**config.mk**
```make
export PLATFORM = sky130hd
export DESIGN_NAME = tbase_gen
export DESIGN_NICKNAME = d
export VERILOG_FILES = /design/src/rtl/tbg_pkg.sv /design/src/rtl/tbg_divider.sv /design/src/rtl/tbg_ctrl.sv /design/src/rtl/tbase_gen.sv
export SDC_FILE = /design/constraint.sdc
export NUM_CORES = 1
export LEC_CHECK = 0
export BUFFER_PORTS_ARGS = -buffer_cell sky130_fd_sc_hd__buf_4
export CORE_ASPECT_RATIO = 1.4
export CORE_UTILIZATION = 50
export DETAILED_ROUTE_END_ITERATION = 16
export GPL_ROUTABILITY_DRIVEN = 0
export PLACE_DENSITY = 0.68
export SYNTH_ARGS = -nofsm -noshare
export SYNTH_HDL_FRONTEND = slang
export SYNTH_SLANG_ARGS = --single-unit
```
**constraint.sdc**
```tcl
create_clock -name clk -period 2.8 [get_ports clk]
set_input_delay 0.42 -clock clk [delete_from_list [all_inputs] [get_ports clk]]
set_output_delay 0.42 -clock clk [all_outputs]
set_load 0.01 [all_outputs]
```
**src/rtl/tbg_pkg.sv**
```systemverilog
package tbg_pkg;

  // selections the control hands to the divider datapath
  typedef struct packed {
    logic [1:0] fastSel;   // 0: slowest fast tick ... 3: quickest
    logic       slowSel;   // 0: 2 Hz, 1: 1 Hz
    logic       frameSel;  // 0: 128 Hz, 1: 256 Hz
  } selCtl_t;

  // strobes the datapath returns
  typedef struct packed {
    logic fast;
    logic slow;
    logic k2;
    logic k128;
    logic frame;
  } tickStb_t;

endpackage

```
**src/rtl/tbg_divider.sv**
```systemverilog
module tbg_divider
  import tbg_pkg::*;
#(
  parameter int DIV_W        = 15,
  parameter int K2_BIT       = 3,
  parameter int FRAME_HI_BIT = 6
) (
  input  logic     clk,
  input  logic     rstN,
  input  logic     refEn,
  input  selCtl_t  sel,
  output tickStb_t ticks
);

  localparam int SLOW_HI  = DIV_W - 1;
  localparam int SLOW_LO  = DIV_W - 2;
  localparam int FAST_TOP = DIV_W - 3;
  localparam int FAST_N   = 4;
  localparam int BIT_128  = FRAME_HI_BIT + 1;

  logic [DIV_W-1:0]  cnt;
  logic [FAST_N-1:0] riseFastQ;
  logic              rise2kQ, rise128Q, rise256Q, riseS2Q, riseS1Q;

  // true when the next increment makes bit k go from 0 to 1
  function automatic logic riseAt(input logic [DIV_W-1:0] c, input int k);
    logic [DIV_W-1:0] lo;
    logic [DIV_W-1:0] full;
    lo   = (DIV_W'(1) << k) - DIV_W'(1);
    full = {lo[DIV_W-2:0], 1'b1};
    return (c & full) == lo;
  endfunction

  always_ff @(posedge clk or negedge rstN) begin
    if (!rstN) begin
      cnt      <= '0;
      rise2kQ  <= 1'b0;
      rise128Q <= 1'b0;
      rise256Q <= 1'b0;
      riseS2Q  <= 1'b0;
      riseS1Q  <= 1'b0;
    end else begin
      if (refEn) cnt <= cnt + DIV_W'(1);
      rise2kQ  <= refEn && riseAt(cnt, K2_BIT);
      rise128Q <= refEn && riseAt(cnt, BIT_128);
      rise256Q <= refEn && riseAt(cnt, FRAME_HI_BIT);
      riseS2Q  <= refEn && riseAt(cnt, SLOW_LO);
      riseS1Q  <= refEn && riseAt(cnt, SLOW_HI);
    end
  end

  // one edge detector per selectable fast rate; index 0 is the slowest
  for (genvar i = 0; i < FAST_N; i++) begin : g_fast
    always_ff @(posedge clk or negedge rstN) begin
      if (!rstN) riseFastQ[i] <= 1'b0;
      else       riseFastQ[i] <= refEn && riseAt(cnt, FAST_TOP - i);
    end
  end

  always_comb begin
    ticks.fast  = riseFastQ[sel.fastSel];
    ticks.slow  = sel.slowSel  ? riseS1Q  : riseS2Q;
    ticks.k2    = rise2kQ;
    ticks.k128  = rise128Q;
    ticks.frame = sel.frameSel ? rise256Q : rise128Q;
  end

  assert_one_cycle_R2: assert property (@(posedge clk) disable iff (!rstN)
    ticks.k2 |=> !ticks.k2);

  assert_fast_one_cycle_R2: assert property (@(posedge clk) disable iff (!rstN)
    ticks.fast |=> !ticks.fast);

  assert_needs_ref_R2: assert property (@(posedge clk) disable iff (!rstN)
    (ticks.fast || ticks.slow || ticks.k2 || ticks.k128 || ticks.frame) |-> $past(refEn));

  assert_phase_128_R4: assert property (@(posedge clk) disable iff (!rstN)
    ticks.k128 |-> !ticks.k2);

  assert_phase_slow_R6: assert property (@(posedge clk) disable iff (!rstN)
    ticks.slow |-> !ticks.fast);

endmodule

```
**src/rtl/tbg_ctrl.sv**
```systemverilog
module tbg_ctrl
  import tbg_pkg::*;
#(
  parameter int CFG_W        = 8,
  parameter int FAST_SEL_LSB = 0,
  parameter int SLOW_SEL_BIT = 7
) (
  input  logic             clk,
  input  logic             rstN,
  input  logic             cfgWrEn,
  input  logic [CFG_W-1:0] cfgWrData,
  input  logic [1:0]       lcdDuty,
  input  tickStb_t         ticks,
  output selCtl_t          sel
);

  localparam logic [CFG_W-1:0] USED_MASK =
    (CFG_W'(3) << FAST_SEL_LSB) | (CFG_W'(1) << SLOW_SEL_BIT);

  logic [1:0] fastPend;
  logic       slowPend;
  logic       frameWant;
  logic       unusedCfgBits;

  assign unusedCfgBits = ^(cfgWrData & ~USED_MASK);
  assign frameWant     = (lcdDuty != 2'b00);

  // written value waits here until the old rate strobes once more
  always_ff @(posedge clk or negedge rstN) begin
    if (!rstN) begin
      fastPend <= 2'b00;
      slowPend <= 1'b0;
    end else if (cfgWrEn) begin
      fastPend <= cfgWrData[FAST_SEL_LSB +: 2];
      slowPend <= cfgWrData[SLOW_SEL_BIT];
    end
  end

  always_ff @(posedge clk or negedge rstN) begin
    if (!rstN) begin
      sel <= '0;
    end else begin
      if (ticks.fast)  sel.fastSel  <= fastPend;
      if (ticks.slow)  sel.slowSel  <= slowPend;
      if (ticks.frame) sel.frameSel <= frameWant;
    end
  end

  assert_fast_switch_R9: assert property (@(posedge clk) disable iff (!rstN)
    !$stable(sel.fastSel) |-> $past(ticks.fast));

  assert_slow_switch_R9: assert property (@(posedge clk) disable iff (!rstN)
    !$stable(sel.slowSel) |-> $past(ticks.slow));

  assert_frame_switch_R9: assert property (@(posedge clk) disable iff (!rstN)
    !$stable(sel.frameSel) |-> $past(ticks.frame));

endmodule

```
**src/rtl/tbase_gen.sv**
```systemverilog
module tbase_gen
  import tbg_pkg::*;
#(
  parameter int DIV_W        = 15,
  parameter int CFG_W        = 8,
  parameter int FAST_SEL_LSB = 0,
  parameter int SLOW_SEL_BIT = 7,
  parameter int K2_BIT       = 3,
  parameter int FRAME_HI_BIT = 6
) (
  input  logic             clk,
  input  logic             rstN,
  input  logic             refEn,
  input  logic             cfgWrEn,
  input  logic [CFG_W-1:0] cfgWrData,
  input  logic [1:0]       lcdDuty,
  output logic             tickFast,
  output logic             tickSlow,
  output logic             tick2k,
  output logic             tick128,
  output logic             tickFrame
);

  selCtl_t  selBus;
  tickStb_t tickBus;

  tbg_ctrl #(
    .CFG_W(CFG_W), .FAST_SEL_LSB(FAST_SEL_LSB), .SLOW_SEL_BIT(SLOW_SEL_BIT)
  ) ctrl_i (
    .clk(clk), .rstN(rstN), .cfgWrEn(cfgWrEn), .cfgWrData(cfgWrData),
    .lcdDuty(lcdDuty), .ticks(tickBus), .sel(selBus)
  );

  tbg_divider #(
    .DIV_W(DIV_W), .K2_BIT(K2_BIT), .FRAME_HI_BIT(FRAME_HI_BIT)
  ) div_i (
    .clk(clk), .rstN(rstN), .refEn(refEn), .sel(selBus), .ticks(tickBus)
  );

  assign tickFast  = tickBus.fast;
  assign tickSlow  = tickBus.slow;
  assign tick2k    = tickBus.k2;
  assign tick128   = tickBus.k128;
  assign tickFrame = tickBus.frame;

endmodule

```
Word-level counts from Yosys, hierarchy flattened. Index checks and enable logic that the tools add are counted.

Register bits after elaboration: 31. Input bits: 14. Output and inout port bits: 5. Logic and storage cells: 40.

Add/subtract/negate cells: 1. $lt $le $gt $ge: 1. Equality and inequality tests: 9. Multiplexer cells: 4. Reduce and logical (&&, ||, !) cells: 10.

Operators by type and width (number): $add A15 B1 Y15 const B (1); $eq A15 B14 Y1 const B (1); $eq A14 B13 Y1 const B (1); $eq A13 B12 Y1 const B (1); $eq A12 B11 Y1 const B (1); $eq A11 B10 Y1 const B (1); $eq A10 B9 Y1 const B (1); $logic_and A1 B1 Y1 (9); $eq A8 B7 Y1 const B (1); $eq A7 B6 Y1 const B (1); $eq A4 B3 Y1 const B (1); $lt A2 B3 Y1 const B (1); $mux W1 (3); $bmux W1 S2 (1); $reduce_bool A2 Y1 (1).

Longest topological paths before layout.
Depth after elaboration: 2. Depth in mapped cells: 4. Gate-level depth less buffers: 4.

Cells and area by module. Synthesis repeated with hierarchy kept, for this count alone.

Cell total of the unflattened synthesis: 98. Area total of the unflattened synthesis: 1297.5 um^2.

By module, submodules not included: tbg_divider (instances 1, cells each 82, area each 1042.2 um^2, sequential area each 600.6 um^2); tbg_ctrl (instances 1, cells each 16, area each 255.2 um^2, sequential area each 175.2 um^2).

Worst setup path after synthesis. No wires, ideal clock.

Kind: reg2reg. Start point: register div_i.cnt[0]. End point: register div_i.riseS2Q. Setup time: 0.080 ns. Data arrival time: 1.285 ns. Required time: 2.720 ns. Setup slack: 1.435 ns. Cell stages (with the launch flop): 5. Buffers on the path: 0. Clock period less this slack: 1.365 ns. Path through: dfrtp_1 -> ha_1 -> nand4_1 -> or3_4 -> nor3b_2.

Longest elaborated chain between the ends: 2.

RTL lines: start, declared (RTL line tbg_divider.sv:21) `logic [DIV_W-1:0] cnt;`; start signal, assigned (RTL line tbg_divider.sv:43) `if (refEn) cnt <= cnt + DIV_W'(1);`; $eq A14 B13 Y1 (RTL line tbg_divider.sv:31) `return (c & full) == lo;`; $logic_and A1 B1 Y1 (RTL line tbg_divider.sv:47) `riseS2Q <= refEn && riseAt(cnt, SLOW_LO);`; end signal, assigned (RTL line tbg_divider.sv:47); end, declared (RTL line tbg_divider.sv:23) `logic rise2kQ, rise128Q, rise256Q, riseS2Q, riseS1Q;`.

No other way between the ends. A chain may end at the register's enable or synchronous reset.

Final worst setup path.
Start point: register, netlist name ctrl_i.sel[3]. End point: output port tickFast.

Longest elaborated chain between the ends: 2.

RTL lines: $bmux W1 S2 (RTL line tbg_divider.sv:61) `ticks.fast = riseFastQ[sel.fastSel];`; $mux W1 (implied by the code) (RTL line tbg_divider.sv:61); end, declared (RTL line tbase_gen.sv:17) `output logic tickFast,`.

No other way between the ends. The select of a mux whose other input is x is not followed.

==> metrics.yaml <==
clock_tree:
  ctsHoldBuffers: 0
  clk_latency_ps: 330
  htree_num_levels: 2
  path_clk_slew_ps: 90
  cts_resized: 0
  cts_buffers: 5
  clock-root-buffer: "clkbuf_4"
  cts_post_setup_buffers_inserted: 0
  cts_buffer_depth: 2
  tritoncts: "built"
  clock-sinks: 31
die:
  die_x_um: 44.64
  dieHeight_um: 61.69
  die-area_um2: 2754
  num_io_pins: 19
  rows: 21
  core_region_area_um2: 2391
  start_util: 0.5322
power_and_ir_drop:
  p_per_area_nw_per_um2: 637.1
  p_leak_nw: 0.7264
  peakVddDrop_mv: 0.4745
global_route:
  grt_max_degree: 32
  grt_first_pass_wirelength_um: 3263
  gr-total-overflow: 0
  antenna_found_initial: 0
  grt_pass1_vias: 778
  grt_usage: 0.1756
setup_path:
  crit_top_cell: "mux2i_1"
  path_cells: "mux2i_1 > mux2i_1 > buf_4"
  required_ps: 2380
  cp-start-kind: "register"
  critPathMaxFanout: 3
  max_stage_delay_ps: 420
  slowest_stage: "dfrtp_1"
  critPathCaptureType: "primary output"
  crit_buf_inv: 1
  arrival_ps: 1320
  timing.setup.critical_path_class: "register to primary output"
  critPathTopFamily: "flip-flops"
sta:
  setup_ws_ps: 1063
  fin_crit_ps: 1737
  whs_ps: -0.7717
  worstMarginPinSlew_ps: 377.8
  slew_headroom: 0.7481
  clock_skew_ps: 2.800
  setup_tns_ps: 0
  hold_viol: 1
  grt_setup_unrepaired: "no"
  timing.final.crit_share: 0.6203
  fmax_mhz: 575.7
  slew_viol_final: 0
  setup_viol: 0
synthesis:
  synth.distinct_cells: 26
  syn_area_per_cell_um2: 12.60
  syn_inst: 101
  synth_nets: 116
  syn_area_um2: 1272
  yosysWarnings: 0
  synth-seq-area-share: 0.6096
  yosys_register_bits: 31
placed_design:
  place_ws_ps: 1277
  port_buffers: 13
  place_hpwl_um: 1387
status:
  outcome: "finished with violations"
  failed_checks: "negative hold slack"
cells_and_area:
  nNetsFinal: 136
  num_antenna_cells: 0
  layout_common_cells: "dfrtp_1 (31), buf_4 (13), nand2_1 (10), xor2_1 (10)"
  fillCellCount: 206
  final_common_cell: "dfrtp_1"
  syn2layout_area_growth_pct: 14.95
  drive_gt1_frac: 0.2295
  fin_util: 0.6117
hold_path:
  holdCritPathClass: "input pin to asynchronous set/reset pin"
job:
  drv_cap: 0
route:
  num_vias: 826
  drtIter0Drc: 5
  drc: 0
  routed_via_density: 5.295
  routed_wl_um: 1966
  wire_per_inst_um: 12.60
  drt_first_pass_iters: 2
  antenna_left: 0
## cell type report
cell class,instances,area (um^2),share of cell area
Inverter,3,11.26,0.007699
Clock buffer,7,45.04,0.03080
Multi-Input combinational cell,67,485.5,0.3319
Timing Repair Buffer,13,97.59,0.06672
Sequential cell,31,775.7,0.5304
Clock inverter,1,5.005,0.003422
Tap cell,34,42.54,0.02908
## metrics by stage
stage               cell area [um^2]  power, mW  hold WS [ps]  cells
global placement                1413     0.6915         369.2    148
floorplan                       1272     0.6519         124.4    101
global route                    1463     0.9839         14.54    156
detailed placement              1413     0.7018         373.8    148
finish                          1463     0.9319       -0.7717    156
CTS                             1463     0.9472         3.884    156
## state kept, by name, summed over array words and instances (netlist names)
name and flops:
ctrl_i.fastPend 2, ctrl_i.sel 4, ctrl_i.slowPend 1, div_i.cnt 15, div_i.rise128Q 1, div_i.rise256Q 1, div_i.rise2kQ 1, div_i.riseFastQ 4
div_i.riseS1Q 1, div_i.riseS2Q 1
## routing by layer
metal | track usage | vias up | routed length [um]
met2 | 0.3025 | 13 | 1014
met4 | 0.1039 | 0 | 51
li1 | - | 395 | -
met3 | 0.07803 | 5 | 74
met5 | 0 | - | 0
met1 | 0.1731 | 413 | 826
## kinds of logic (layout without fill, tap and decap cells)
logic type                 Yosys count  in the layout  share of synthesized area
and+or+nand+nor                     36             36                     0.1750
DFF                                 31             31                     0.6096
xor gates and xnor gates            14             14                    0.09636
AOI/OAI and AO/OA                    9              9                    0.04130
muxes                                7              7                    0.05900
buffers and inverters                3             24                   0.008849
adders and majority gates            1              1                   0.009831
## report_power, final
part / switching (mW) / internal [mW]
Combinational: 0.0509 / 0.0657
Clock: 0.145 / 0.0976
Sequential: 0.0697 / 0.503
## worst register-to-register path, delay by kind of cell (launching register included)
kind                     cells  cell delay [ps]
flip-flops                   1              400
AND/OR/NAND/NOR              3              890
adder cells (fa/ha/maj)      1              190
## cells in the mapped netlist
cell type / count / area (um^2)
xnor2_1: 4 / 35.03
nor3_1: 3 / 15.01
or3_4: 1 / 11.26
and3_1: 1 / 6.260
a211oi_1: 1 / 7.510
mux2i_1: 3 / 30.03
dfrtp_1: 31 / 775.7
nor3b_2: 1 / 12.51
a22o_1: 1 / 8.760
nand4_4: 1 / 21.27
mux2_2: 4 / 45.04
nor2b_1: 1 / 6.260
and2b_2: 1 / 8.760
xor2_1: 10 / 87.58
nand2_1: 10 / 37.54
o22ai_1: 1 / 6.260
nor2_1: 5 / 18.77
nor4_1: 4 / 25.02
o21ai_0: 3 / 15.01
and3b_1: 2 / 17.52
nor3b_1: 1 / 7.510
ha_1: 1 / 12.51
a21oi_1: 3 / 15.01
nand4_1: 4 / 25.02
nor3_2: 1 / 10.01
inv_1: 3 / 11.26
## final timing paths
check | cells past startpoint | slack [ps] | end | from
setup / recovery | 3 | 1060 | tickFast | ctrl_i.sel[3]
hold / removal | 1 | -0.8 | ctrl_i.sel[0] | rstN
setup reg to reg | 4 | 1250 | div_i.riseS1Q | div_i.cnt[0]
hold reg to reg | 1 | 450 | ctrl_i.sel[1] | div_i.riseS1Q
max in group asynchronous | 1 | 2520 | div_i.cnt[10] | rstN
min in group clk | 3 | 290 | ctrl_i.fastPend[1] | cfgWrData[1]
Power figures use the tool's default switching activity.
